`src/rtl/dpwm_pkg.sv`:
```
package dpwm_pkg;

  // High clocks in a phase: base, plus one in phase 0 when dither is set.
  function automatic int unsigned high_clocks(int unsigned base, bit dith, bit phase);
    return base + ((dith && !phase) ? 1 : 0);
  endfunction

  // True while the running count is inside the high part of a phase.
  function automatic bit in_high(int unsigned count, int unsigned hi);
    return count < hi;
  endfunction

endpackage

```
`src/rtl/dpwm_counter.sv`:
```
module dpwm_counter #(
  parameter int SUB_BITS = 7
) (
  input  logic                clk,
  input  logic                rst_n,
  input  logic                en,
  output logic [SUB_BITS-1:0] cnt,
  output logic                phase,
  output logic                at_start
);

  always_ff @(posedge clk) begin
    if (!rst_n || !en) begin
      cnt   <= '0;
      phase <= 1'b0;
    end else begin
      cnt <= cnt + 1'b1;
      if (&cnt) phase <= ~phase;
    end
  end

  assign at_start = (cnt == '0) && !phase;

endmodule

```
`src/rtl/dpwm_duty_hold.sv`:
```
module dpwm_duty_hold #(
  parameter int DUTY_W = 8
) (
  input  logic              clk,
  input  logic              rst_n,
  input  logic              load,
  input  logic [DUTY_W-1:0] duty_in,
  output logic [DUTY_W-1:0] duty_q,
  output logic [DUTY_W-1:0] duty_eff
);

  always_ff @(posedge clk) begin
    if (!rst_n)    duty_q <= '0;
    else if (load) duty_q <= duty_in;
  end

  // On the first clock of a period the fresh input already applies.
  assign duty_eff = load ? duty_in : duty_q;

endmodule

```
`src/rtl/dpwm_shape.sv`:
```
module dpwm_shape #(
  parameter int SUB_BITS = 7
) (
  input  logic                en,
  input  logic [SUB_BITS-1:0] cnt,
  input  logic                phase,
  input  logic [SUB_BITS:0]   duty_eff,
  output logic [SUB_BITS:0]   hi_clocks,
  output logic                pwm
);

  logic [SUB_BITS-1:0] base;
  logic                dith;

  assign base = duty_eff[SUB_BITS:1];
  assign dith = duty_eff[0];

  always_comb begin
    hi_clocks = (SUB_BITS+1)'(dpwm_pkg::high_clocks(int'(base), dith, phase));
    pwm       = en && dpwm_pkg::in_high(int'(cnt), int'(hi_clocks));
  end

endmodule

```
`src/rtl/dpwm_gen.sv`:
```
module dpwm_gen #(
  parameter int SUB_BITS = 7
) (
  input  logic                clk,
  input  logic                rst_n,
  input  logic                en,
  input  logic [SUB_BITS:0]   duty,
  output logic                pwm_out,
  output logic                cyc_start
);

  localparam int DUTY_W = SUB_BITS + 1;

  logic [SUB_BITS-1:0] cnt_w;
  logic                phase_w;
  logic                at_start_w;
  logic                load_w;
  logic [DUTY_W-1:0]   duty_q_w;
  logic [DUTY_W-1:0]   duty_eff_w;
  logic [SUB_BITS:0]   hi_w;

  dpwm_counter #(.SUB_BITS(SUB_BITS)) u_cnt (
    .clk(clk), .rst_n(rst_n), .en(en),
    .cnt(cnt_w), .phase(phase_w), .at_start(at_start_w)
  );

  assign load_w    = en && at_start_w;
  assign cyc_start = load_w;

  dpwm_duty_hold #(.DUTY_W(DUTY_W)) u_hold (
    .clk(clk), .rst_n(rst_n), .load(load_w), .duty_in(duty),
    .duty_q(duty_q_w), .duty_eff(duty_eff_w)
  );

  dpwm_shape #(.SUB_BITS(SUB_BITS)) u_shape (
    .en(en), .cnt(cnt_w), .phase(phase_w), .duty_eff(duty_eff_w),
    .hi_clocks(hi_w), .pwm(pwm_out)
  );

endmodule

```
`config.mk`:
```
export PLATFORM = sky130hd
export DESIGN_NAME = dpwm_gen
export DESIGN_NICKNAME = d
export VERILOG_FILES = /design/src/rtl/dpwm_pkg.sv /design/src/rtl/dpwm_counter.sv /design/src/rtl/dpwm_duty_hold.sv /design/src/rtl/dpwm_shape.sv /design/src/rtl/dpwm_gen.sv
export SDC_FILE = /design/constraint.sdc
export NUM_CORES = 1
export LEC_CHECK = 0
export ABC_AREA = 0
export BUFFER_PORTS_ARGS = -buffer_cell sky130_fd_sc_hd__buf_2
export CORE_MARGIN = 2
export CORE_UTILIZATION = 25
export DETAILED_ROUTE_END_ITERATION = 10
export SYNTH_ARGS = -nofsm -noshare
export SYNTH_HDL_FRONTEND = slang
export SYNTH_SLANG_ARGS = --single-unit
```
`constraint.sdc`:
```
create_clock -name clk -period 8 [get_ports clk]
set_input_delay 0.4 -clock clk [delete_from_list [all_inputs] [get_ports clk]]
set_output_delay 0.4 -clock clk [all_outputs]
set_load 0.01 [all_outputs]
```
==> metrics.md <==
| Metric | Value |
|---|---|
| Status | complete, no violations |
| Largest net degree at the start of global routing | 14 |
| WL met1 | 1036 um |
| DRC Markers | 0 |
| Post-CTS Resized | 0 |
| Dpl ws | 4301 ps |
| Final setup margin | 4034 ps |
| DP HPWL | 1682 um |
| Max FO, Critical Path | 13 |
| Data required time of the critical path | 7600 ps |
| Most used flip-flop cell after synthesis | dfxtp_1 |
| Grt ovf | 0 |
| Fin cells | 179 |
| Final core utilization | 30.31% |
| Minimum clock period | 3966 ps |
| Hold wc startpoint | duty[0] |
| First-pass GRT wire length | 3684 um |
| Top cell type's share of synthesized area | 30.62% |
| DR pass1 iterations | 2 |
| Clk_lat worst skew | 250 ps |
| Initial antenna violation count | 0 |
| Synth Area per Inst | 9.175 um2 |
| Pleak | 0.5099 nW |
| Pins Over Slew Limit | 0 |
| Synth unique cells | 28 |
| Final ANT Viol Nets | 0 |
| Most frequent cell after synthesis | dfxtp_1 |
| Placed insts | 175 |
| CTS tree | yes |
| Top Layer Used | met4 |
| Int Pwr | 0.1420 mW |
| Share of cells above drive strength 1 | 17.83% |
| Fill count | 411 |
| CP cell instances | inv_1 > ha_1 > and4bb_2 > nand2_4 > mux2_2 > ha_1 > ha_1 > nand3_1 > xor2_1 > nor2_1 > a21oi_1 > ha_1 > o21a_1 > o21ai_0 > a221o_1 > buf_2 |
| Net count, final | 151 |
| Area after DPL | 1157 um2 |
| Worst setup path startpoint | u_cnt.cnt[0] |
| Reg2Reg Launch Point | u_cnt.cnt[0] |
| Area contributors post-synth | dfxtp_1 (31%), ha_1 (12%), nand3_1 (7.2%), xnor2_1 (6.7%), xor2_1 (5.0%) |
| Vert. Die Dim | 68.69 um |
| Crit share post-route | 49.58% |
| Total number of yosys warnings | 0 |
| Setup Fix Bufs, Post-CTS | 0 |
| CP Class | reg2out |
| Synth area leader | dfxtp_1 |
| CP Launch Type | register |
| # rows | 23 |
| Design area | 1212 um2 |
| Drt wl/cell | 12.08 um |
| Met3 routed WL | 66 um |
| Synth-to-Final Area Change | 15.91% |
| Die Area | 4718 um2 |
| Hold_buf cts | 0 |
| Die width | 68.69 um |
| Layout Skew | 1.866 ps |
| Met2 WL | 993 um |
| Psw | 0.04885 mW |
| Post-synthesis cell count | 114 |
| Hold slack | 440.8 ps |
| Post-synth EDFFs | 0 |
| Footprint of the multi-input gates | 699.4 um2 |
| Mapped cell area | 1046 um2 |
| Total of max-cap violations | 0 |
| Starting Density | 26.15% |
| Comb power frac | 16.9% |
| RSZ-0062 raised after global routing | no |
| Vias per inst | 4.687 |
| P per Cell Area | 157.5 nW/um2 |
| CP peak stage delay | 380 ps |
| CTS buffer count | 3 |
| Vias in the first global route | 844 |
| CP max-delay cell | dfxtp_1 |
| Crit-path most repeated cell | ha_1 |
| #FFs+latches synth | 16 |
| Signal arrival time at the worst endpoint | 3570 ps |
| GP Congestion | 0.8299 |
| Aggregate global-route resource usage | 10.68% |
| Switching part of the total power | 25.59% |
| CTS root buf | clkbuf_8 |
| Register area | 320.3 um2 |
| Clock tree buffer depth | 2 |
| Clock Sinks | 16 |
| # IOs | 13 |
| Worst-path clk slew | 60 ps |
| Sequential area share after synthesis | 30.62% |
| Max rail drop VDD | 0.07099 mV |
| Rel. slew slack | 71.92% |
| Core area | 4000 um2 |
| PnR Total Power | 0.1909 mW |
| Final-report setup violation count | 0 |
| Final hold vios | 0 |
| Worst-Margin Slew | 418.1 ps |
| WL final | 2163 um |
| DR iter-0 viols | 16 |
| Worst Hold Class | in2reg |
| Async SR Flop Fraction | 0% |
| Post-Route Setup TNS | 0 ps |
| FMAX | 0.2521 GHz |
| Max H-tree Level | 1 |
| Syn_nets | 135 |
| # diodes | 0 |
| DR vias | 839 |
| IO buf count | 12 |
| Crit. End Element | output pin |
| Flop pwr share | 44.7% |
| Clock power frac | 38.4% |
| Synth top cells by count | dfxtp_1 (16), nand3_1 (15), ha_1 (10), nor2_1 (8), xnor2_1 (8) |
[critical path: cells and delay by family (launching register included)]
family	cells	cell delay [ps]
xor+xnor	1	140
flops	1	380
mux	1	370
simple gates	4	640
compound gates	4	610
fa+ha+maj	4	980
buf+inv	2	190
[cell type report]
cell class                 count  share of cell area (%)
sequential                    16                   26.42
multi-input combinational     93                   57.69
inverter                       4                   1.238
tap                           50                   5.160
timing repair buffer          12                   4.954
clock buffer                   4                   4.541
[cell families (layout without fill, tap and decap cells)]
group | after synthesis | count (layout) | share of synthesized area [%]
compound gates | 14 | 14 | 9.330
mux | 8 | 8 | 8.373
buf+inv | 5 | 20 | 2.511
simple gates | 47 | 47 | 25.48
flops | 16 | 16 | 30.62
xor+xnor | 14 | 14 | 11.72
fa+ha+maj | 10 | 10 | 11.96
[worst paths after layout]
check	cells after the start	slack, ps	to
hold reg to reg	1	470	u_cnt.cnt[0]
setup / recovery	16	4030	pwm_out
hold / removal	3	440	u_hold.duty_q[0]
setup reg to reg	6	6290	u_hold.duty_q[1]
[flip-flops by register name, summed over array words and instances (netlist names)]
register	cells
u_hold.duty_q	8
u_cnt.cnt	7
u_cnt.phase	1
[placed cells by master (no fill, tap or decap)]
cell type and count:
dfxtp_1 16, nand3_1 15, buf_2 12, ha_1 10
nor2_1 8, xnor2_1 8, and3_1 7, xor2_1 6
nand2_1 6, inv_1 4, mux2i_1 4, a21boi_0 4
clkbuf_8 4, mux2_2 3, nor2b_1 3, o21ai_0 3
a21oi_1 2, a211oi_1 2, and2_1 2, nor4_4 1
and4bb_2 1, nand2_4 1, mux2i_2 1, o21a_1 1
nand2b_1 1, o211a_1 1, a221o_1 1, nand4_1 1
or3_1 1
[power groups by stage]
stage | Combinational, mW | Clock [mW] | Sequential (mW)
after detailed placement | 0.0326 | 0 | 0.0871
after global routing | 0.0364 | 0.0798 | 0.0858
after CTS | 0.0327 | 0.0760 | 0.0853
after floorplan | 0.0230 | 0 | 0.0865
final | 0.0323 | 0.0734 | 0.0852
after global placement | 0.0326 | 0 | 0.0871
[layer usage]
layer  GRT usage [%]  vias to the layer above
met5               0                        -
met1           13.06                      384
met4           6.250                        0
met2           17.07                       14
li1                -                      434
met3           2.435                        7
Power figures use the tool's default switching activity.
